## config.mk

```make
export PLATFORM = sky130hd
export DESIGN_NAME = bus_cycle_seq
export DESIGN_NICKNAME = d
export VERILOG_FILES = /design/src/rtl/bcs_pkg.sv /design/src/rtl/bcs_ctrl_latch.sv /design/src/rtl/bcs_down_counter.sv /design/src/rtl/bcs_seq_fsm.sv /design/src/rtl/bus_cycle_seq.sv
export SDC_FILE = /design/constraint.sdc
export NUM_CORES = 1
export LEC_CHECK = 0
export ABC_CLOCK_PERIOD_IN_PS = 7000
export BUFFER_PORTS_ARGS = -buffer_cell sky130_fd_sc_hd__clkbuf_2
export CAP_MARGIN = 20
export CORE_ASPECT_RATIO = 1.25
export CORE_MARGIN = 2
export CORE_UTILIZATION = 41
export DETAILED_ROUTE_END_ITERATION = 7
export GPL_TIMING_DRIVEN = 0
export SETUP_SLACK_MARGIN = 0.15
export SLEW_MARGIN = 20
export SYNTH_ARGS = -nofsm -noshare
export SYNTH_HDL_FRONTEND = slang
export SYNTH_HIERARCHICAL = 1
export SYNTH_SLANG_ARGS = --single-unit
```

## constraint.sdc

```tcl
create_clock -name clk -period 7 [get_ports clk]
set_clock_uncertainty 0.1 [all_clocks]
set_input_delay 0.35 -clock clk [delete_from_list [all_inputs] [get_ports clk]]
set_output_delay 0.35 -clock clk [all_outputs]
set_load 0.02 [all_outputs]
```

## src/rtl/bcs_pkg.sv

```systemverilog
package bcs_pkg;

  localparam int WAIT_W  = 6;
  localparam int SETUP_W = 2;
  localparam int HOLD_W  = 2;
  localparam int CTRL_W  = 32;

  // Timing control word; bit positions are fixed by software programming.
  typedef struct packed {
    logic [WAIT_W-1:0]  sec_wait;   // 31:26
    logic [1:0]         spare_hi;   // 25:24
    logic               sec_en;     // 23
    logic               ext_start;  // 22
    logic [SETUP_W-1:0] setup;      // 21:20
    logic [HOLD_W-1:0]  rd_hold;    // 19:18
    logic [HOLD_W-1:0]  wr_hold;    // 17:16
    logic [WAIT_W-1:0]  pri_wait;   // 15:10
    logic               spare_9;    // 9
    logic               auto_ack;   // 8
    logic [7:0]         spare_lo;   // 7:0
  } ctrl_word_t;

  // Fields the sequencer needs after the setup phase.
  typedef struct packed {
    logic [WAIT_W-1:0] sec_wait;
    logic              sec_en;
    logic              ext_start;
    logic              auto_ack;
    logic [WAIT_W-1:0] pri_wait;
  } tcfg_t;

  typedef enum logic [2:0] {
    ST_IDLE  = 3'd0,
    ST_SETUP = 3'd1,
    ST_WAIT  = 3'd2,
    ST_ACK   = 3'd3,
    ST_HOLD  = 3'd4
  } seq_state_e;

endpackage

```

## src/rtl/bcs_ctrl_latch.sv

```systemverilog
module bcs_ctrl_latch
  import bcs_pkg::*;
(
  input  logic                clk,
  input  logic                rst_n,
  input  logic                capture_i,
  input  ctrl_word_t          word_i,
  input  logic                rd_i,
  output tcfg_t               cfg_o,
  output logic [HOLD_W:0]     hold_o
);

  tcfg_t             cfg_q;
  logic              rd_q;
  logic [HOLD_W-1:0] rd_hold_q;
  logic [HOLD_W-1:0] wr_hold_q;

  always_ff @(posedge clk or negedge rst_n) begin
    if (!rst_n) begin
      cfg_q     <= '0;
      rd_q      <= 1'b0;
      rd_hold_q <= '0;
      wr_hold_q <= '0;
    end else if (capture_i) begin
      cfg_q.sec_wait  <= word_i.sec_wait;
      cfg_q.sec_en    <= word_i.sec_en;
      cfg_q.ext_start <= word_i.ext_start;
      cfg_q.auto_ack  <= word_i.auto_ack;
      cfg_q.pri_wait  <= word_i.pri_wait;
      rd_q            <= rd_i;
      rd_hold_q       <= word_i.rd_hold;
      wr_hold_q       <= word_i.wr_hold;
    end
  end

  // Hold length in cycles; a read with internal acknowledge saves one cycle.
  logic [HOLD_W:0] rd_len;
  logic [HOLD_W:0] wr_len;

  always_comb begin
    rd_len = {1'b0, rd_hold_q};
    if (!cfg_q.auto_ack) rd_len = rd_len + 1'b1;
    wr_len = {1'b0, wr_hold_q} + 1'b1;
  end

  assign cfg_o  = cfg_q;
  assign hold_o = rd_q ? rd_len : wr_len;

endmodule

```

## src/rtl/bcs_down_counter.sv

```systemverilog
module bcs_down_counter #(
  parameter int W = 6
) (
  input  logic         clk,
  input  logic         rst_n,
  input  logic         load_i,
  input  logic [W-1:0] load_val_i,
  output logic [W-1:0] count_o
);

  logic [W-1:0] cnt_q;

  always_ff @(posedge clk or negedge rst_n) begin
    if (!rst_n)              cnt_q <= '0;
    else if (load_i)         cnt_q <= load_val_i;
    else if (cnt_q != '0)    cnt_q <= cnt_q - 1'b1;
  end

  assign count_o = cnt_q;

endmodule

```

## src/rtl/bcs_seq_fsm.sv

```systemverilog
module bcs_seq_fsm
  import bcs_pkg::*;
#(
  parameter int BEAT_W = 4,
  parameter int CNT_W  = 6
) (
  input  logic               clk,
  input  logic               rst_n,
  input  logic               start_valid_i,
  input  logic [BEAT_W-1:0]  burst_len_m1_i,
  input  logic [SETUP_W-1:0] setup_i,
  input  tcfg_t              cfg_i,
  input  logic [HOLD_W:0]    hold_i,
  input  logic               ext_ack_i,
  input  logic [CNT_W-1:0]   count_i,
  output seq_state_e         state_o,
  output logic               cnt_load_o,
  output logic [CNT_W-1:0]   cnt_val_o,
  output logic               capture_o,
  output logic               xfer_start_o,
  output logic               done_o
);

  seq_state_e        state_q, state_d;
  logic [BEAT_W-1:0] beats_q, beats_d;
  logic              done_q, done_d;
  logic              ts_q;
  logic              accept;
  logic              beat_end;
  logic [CNT_W-1:0]  first_wait;
  logic [CNT_W-1:0]  later_wait;
  logic [CNT_W-1:0]  hold_val;

  assign accept     = start_valid_i && (state_q == ST_IDLE);
  assign first_wait = CNT_W'(cfg_i.pri_wait);
  assign later_wait = cfg_i.sec_en ? CNT_W'(cfg_i.sec_wait) : first_wait;
  assign hold_val   = CNT_W'(hold_i) - 1'b1;

  always_comb begin
    state_d    = state_q;
    beats_d    = beats_q;
    done_d     = 1'b0;
    cnt_load_o = 1'b0;
    cnt_val_o  = '0;
    beat_end   = 1'b0;

    unique case (state_q)
      ST_IDLE: begin
        if (accept) begin
          state_d    = ST_SETUP;
          cnt_load_o = 1'b1;
          cnt_val_o  = CNT_W'(setup_i);
          beats_d    = burst_len_m1_i;
        end
      end
      ST_SETUP: begin
        if (count_i == '0) begin
          cnt_load_o = 1'b1;
          cnt_val_o  = first_wait;
          state_d    = (cfg_i.auto_ack && first_wait == '0) ? ST_ACK : ST_WAIT;
        end
      end
      ST_WAIT: begin
        if (ext_ack_i)
          beat_end = 1'b1;
        else if (cfg_i.auto_ack && count_i == CNT_W'(1))
          state_d = ST_ACK;
      end
      ST_ACK: beat_end = 1'b1;
      ST_HOLD: begin
        if (count_i == '0) begin
          state_d = ST_IDLE;
          done_d  = 1'b1;
        end
      end
      default: state_d = ST_IDLE;
    endcase

    if (beat_end) begin
      if (beats_q == '0) begin
        if (hold_i == '0) begin
          state_d = ST_IDLE;
          done_d  = 1'b1;
        end else begin
          state_d    = ST_HOLD;
          cnt_load_o = 1'b1;
          cnt_val_o  = hold_val;
        end
      end else begin
        beats_d    = beats_q - 1'b1;
        cnt_load_o = 1'b1;
        cnt_val_o  = later_wait;
        state_d    = (cfg_i.auto_ack && later_wait == '0) ? ST_ACK : ST_WAIT;
      end
    end
  end

  always_ff @(posedge clk or negedge rst_n) begin
    if (!rst_n) begin
      state_q <= ST_IDLE;
      beats_q <= '0;
      done_q  <= 1'b0;
      ts_q    <= 1'b0;
    end else begin
      state_q <= state_d;
      beats_q <= beats_d;
      done_q  <= done_d;
      if (accept)
        ts_q <= 1'b1;
      else if (state_q != ST_SETUP || !cfg_i.ext_start)
        ts_q <= 1'b0;
    end
  end

  assign state_o      = state_q;
  assign capture_o    = accept;
  assign xfer_start_o = ts_q;
  assign done_o       = done_q;

endmodule

```

## src/rtl/bus_cycle_seq.sv

```systemverilog
module bus_cycle_seq
  import bcs_pkg::*;
#(
  parameter int BEAT_W = 4
) (
  input  logic              clk,
  input  logic              rst_n,
  input  logic              start_valid_i,
  output logic              start_ready_o,
  input  logic              rd_i,
  input  logic [BEAT_W-1:0] burst_len_m1_i,
  input  logic [31:0]       ctrl_i,
  input  logic              ext_ack_i,
  output logic              xfer_start_o,
  output logic              cs_o,
  output logic              addr_valid_o,
  output logic              ack_o,
  output logic              done_o
);

  localparam int CNT_W = (WAIT_W > HOLD_W + 1) ? WAIT_W : HOLD_W + 1;

  ctrl_word_t       word;
  tcfg_t            cfg;
  logic [HOLD_W:0]  hold_len;
  logic [CNT_W-1:0] count;
  logic [CNT_W-1:0] cnt_val;
  logic             cnt_load;
  logic             capture;
  seq_state_e       state;
  logic             unused_spare;

  assign word         = ctrl_word_t'(ctrl_i);
  assign unused_spare = ^{word.spare_hi, word.spare_9, word.spare_lo};

  bcs_ctrl_latch u_latch (
    .clk       (clk),
    .rst_n     (rst_n),
    .capture_i (capture),
    .word_i    (word),
    .rd_i      (rd_i),
    .cfg_o     (cfg),
    .hold_o    (hold_len)
  );

  bcs_down_counter #(.W(CNT_W)) u_cnt (
    .clk        (clk),
    .rst_n      (rst_n),
    .load_i     (cnt_load),
    .load_val_i (cnt_val),
    .count_o    (count)
  );

  bcs_seq_fsm #(.BEAT_W(BEAT_W), .CNT_W(CNT_W)) u_fsm (
    .clk            (clk),
    .rst_n          (rst_n),
    .start_valid_i  (start_valid_i),
    .burst_len_m1_i (burst_len_m1_i),
    .setup_i        (word.setup),
    .cfg_i          (cfg),
    .hold_i         (hold_len),
    .ext_ack_i      (ext_ack_i),
    .count_i        (count),
    .state_o        (state),
    .cnt_load_o     (cnt_load),
    .cnt_val_o      (cnt_val),
    .capture_o      (capture),
    .xfer_start_o   (xfer_start_o),
    .done_o         (done_o)
  );

  assign start_ready_o = (state == ST_IDLE);
  assign addr_valid_o  = (state != ST_IDLE);
  assign cs_o          = (state == ST_WAIT) || (state == ST_ACK);
  assign ack_o         = (state == ST_ACK);

endmodule

```

==> flow_metrics.env <==
export IMPL_status="finished clean"
export IMPL_wl_um=4430
export IMPL_grt_pass1_vias=1655
export IMPL_cts_sinks=35
export IMPL_ant_nets=0
export IMPL_cap_violations=0
export IMPL_dieArea_um2=5930
export IMPL_hold_path_class="in -> async"
export IMPL_hold_viol_final=0
export IMPL_synthToLayoutAreaGrowth_pct=16.2
export IMPL_design_power_total_uw=1270
export IMPL_period_share_pct=37.5
export IMPL_cts_tree="built"
export IMPL_h_tree_depth=2
export IMPL_cts_root_buffer="clkbuf_8"
export IMPL_synth_edf_count=0
export IMPL_yosys_warnings=6
export IMPL_rsz0062_at_grt="no"
export IMPL_hold_buffers=0
export IMPL_fp_dieH_um=85.6
export IMPL_arrival_ps=2700
export IMPL_diodes=0
export IMPL_syn_inst=208
export IMPL_insertion_delay_ps=280
export IMPL_worstRegToRegCells=12
export IMPL_synthFlopType="dfrtp_1"
export IMPL_layout_drive_gt1_share_pct=30.3
export IMPL_setup_worst_path_class="reg -> reg"
export IMPL_clockBufferDepth=2
export IMPL_rrSetupSlack_ps=4380
export IMPL_crit_family="simple AND/OR/NAND/NOR gates"
export IMPL_drt_pre_antenna_iters=4
export IMPL_start_kind="register"
export IMPL_syn_nets=256
export IMPL_gp_congestion=0.850
export IMPL_dpl_cell_area_um2=2440
export IMPL_syn_area_um2=2180
export IMPL_crit_buf_inv=2
export IMPL_antenna_found_initial=0
export IMPL_core_area_um2=5120
export IMPL_wl_per_cell_um=14.2
export IMPL_grtUsageTotal_pct=16.4
export IMPL_drc=0
export IMPL_min_period_ps=2620
export IMPL_setup_ws_ps=4380
export IMPL_nFillCells=502
export IMPL_tns_ps=0
export IMPL_place_ws_ps=4370
export IMPL_slowest_stage="dfrtp_1"
export IMPL_cts_setup_buffers=0
export IMPL_slew_headroom_pct=43.1
export IMPL_synthArstFlopShare_pct=100
export IMPL_ys_types=49
export IMPL_die_w_um=69.3
export IMPL_reg2reg_from="u_latch/rd_hold_q[0]$_DFFE_PN0P_"
export IMPL_path_max_fanout=10
export IMPL_stdcell_area_um2=2540
export IMPL_initial_core_util_pct=42.7
export IMPL_powerDensity_nw_per_um2=499
export IMPL_r2r_end="u_cnt/count_o[2]$_DFFE_PN0P_"
export IMPL_rows=29
export IMPL_detail_route_vias_per_cell=5.33
export IMPL_setup_viol=0
export IMPL_crit_path_max_incr_delay_ps=410
export IMPL_leakage_uw=0.00121
export IMPL_worst_ep_required_time_ps=7080
export IMPL_synth_seq_cells=35
export IMPL_dpl_hpwl_um=3410
export IMPL_crit_chain="ha_1 > mux2i_1 > a21oi_1 > inv_1 > ha_1 > nor2b_1 > a21oi_1 > or3_1 > buf_2 > nand2_1 > o21ai_1 > and2_1"
export IMPL_cts_inserted_buffers=5
export IMPL_io_buffers=35
export IMPL_nets=298
export IMPL_ys_seq_area_share_pct=40.1
export IMPL_end_kind="register"
export IMPL_postLayoutCoreUtil_pct=49.6
export IMPL_avgSynthCellArea_um2=10.5
export IMPL_grt_max_degree=36
export IMPL_vdd_drop_max_uv=239
export IMPL_fmax_ghz=0.381
export IMPL_slew_viol_final=0
export IMPL_overflow=0
export IMPL_tightest_slew_ps=853
export IMPL_post_cts_resized=0
export IMPL_num_vias=1667
export IMPL_grt_first_pass_wirelength_um=7870
export IMPL_pin_count=47
export IMPL_clkTransAtPathRegs_ps=70
export IMPL_drt_initial_drc_count=117
state kept, by name, indices dropped and copies added, names as in the netlist:
register and flops:
u_latch/rd_q 1, u_latch/wr_hold_q 2, u_fsm/xfer_start_o 1, u_cnt/count_o 6, u_latch/rd_hold_q 2, u_latch/cfg_o 15, u_fsm/beats_q 4, u_fsm/done_o 1
u_fsm/state_o 3
cell families after synthesis:
logic type / after synthesis / share of synthesized area (%)
AND/OR/NAND/NOR: 73 / 19.8
AO/OA/AOI/OAI: 41 / 12.4
flip-flops: 35 / 40.1
multiplexers: 28 / 17.4
buffers and inverters: 19 / 4.30
adder cells (fa/ha/maj): 7 / 4.01
XOR/XNOR: 5 / 2.00
layout make-up:
class	instances	area [um^2]	area share, %
Sequential cell	35	876	34.5
Inverter	11	41.3	1.63
Tap cell	62	77.6	3.06
Clock buffer	8	100	3.94
Timing Repair Buffer	35	175	6.90
Multi-Input combinational cell	154	1210	47.9
Buffer	8	52.6	2.07
cell usage after synthesis (all sizes together), types with 4 or more instances:
cell type | instances | area, um^2
inv | 10 | 37.5
nor2 | 17 | 66.3
nor3b | 4 | 30.0
ha | 7 | 87.6
buf | 6 | 45.0
nor2b | 5 | 31.3
nand3 | 6 | 42.5
dfrtp | 35 | 876
mux2i | 8 | 80.1
nand2 | 11 | 41.3
a21oi | 15 | 75.1
mux2 | 20 | 300
o21ai | 8 | 40.0
nor3 | 9 | 56.3
per-stage QoR:
stage / hold slack, ps / std cells
floorplan: -45.6 / 208
global placement: 404 / 305
detailed placement: 404 / 305
CTS: 94.8 / 313
global route: 130 / 313
finish: 63.4 / 313
routing by layer:
metal,GRT usage [%],share of wire [%],up-vias
li1,-,-,843
met1,21.9,46,793
met2,27.4,50,29
met3,2.47,3.0,2
met4,5.88,0.77,0
met5,0,0,-
cells in the final DEF (no fill, tap or decap), types with 2 or more instances in the layout:
cell type   n
inv_1      10
nor3b_1     4
xnor2_1     2
nor2_1     16
buf_6       2
or4_1       2
o21ai_0     7
dfrtp_1    35
nand3_1     5
clkbuf_1    3
a221o_1     3
a21oi_1    15
nor3_1      8
ha_1        7
and3_1      2
or3_1       3
nor2b_1     5
mux2_4     20
nand2b_1    3
or4b_1      3
clkbuf_2   35
o211a_1     2
nand2_1    11
nor4_1      2
buf_2       3
xor2_1      3
o211ai_1    3
clkbuf_8    7
mux2i_1     8
where the power goes:
group	leakage, uW	switching (uW)	internal (uW)
clock network	0.0000515	69.6	89.8
registers	0.000424	114	305
logic	0.000731	335	352
worst max path at each step:
stage,from,to,slack (ps),cells after the start
after floorplan,u_latch/rd_hold_q[0]$_DFFE_PN0P_,u_cnt/count_o[2]$_DFFE_PN0P_,4620,11
after global placement,u_latch/rd_hold_q[0]$_DFFE_PN0P_,u_cnt/count_o[2]$_DFFE_PN0P_,4420,12
after detailed placement,u_latch/rd_hold_q[0]$_DFFE_PN0P_,u_cnt/count_o[2]$_DFFE_PN0P_,4370,12
after CTS,u_latch/rd_hold_q[0]$_DFFE_PN0P_,u_cnt/count_o[2]$_DFFE_PN0P_,4360,12
after global routing,u_latch/rd_hold_q[0]$_DFFE_PN0P_,u_cnt/count_o[2]$_DFFE_PN0P_,4140,12
final,u_latch/rd_hold_q[0]$_DFFE_PN0P_,u_cnt/count_o[2]$_DFFE_PN0P_,4380,12
Note: power is estimated with default switching activity, not from simulation.
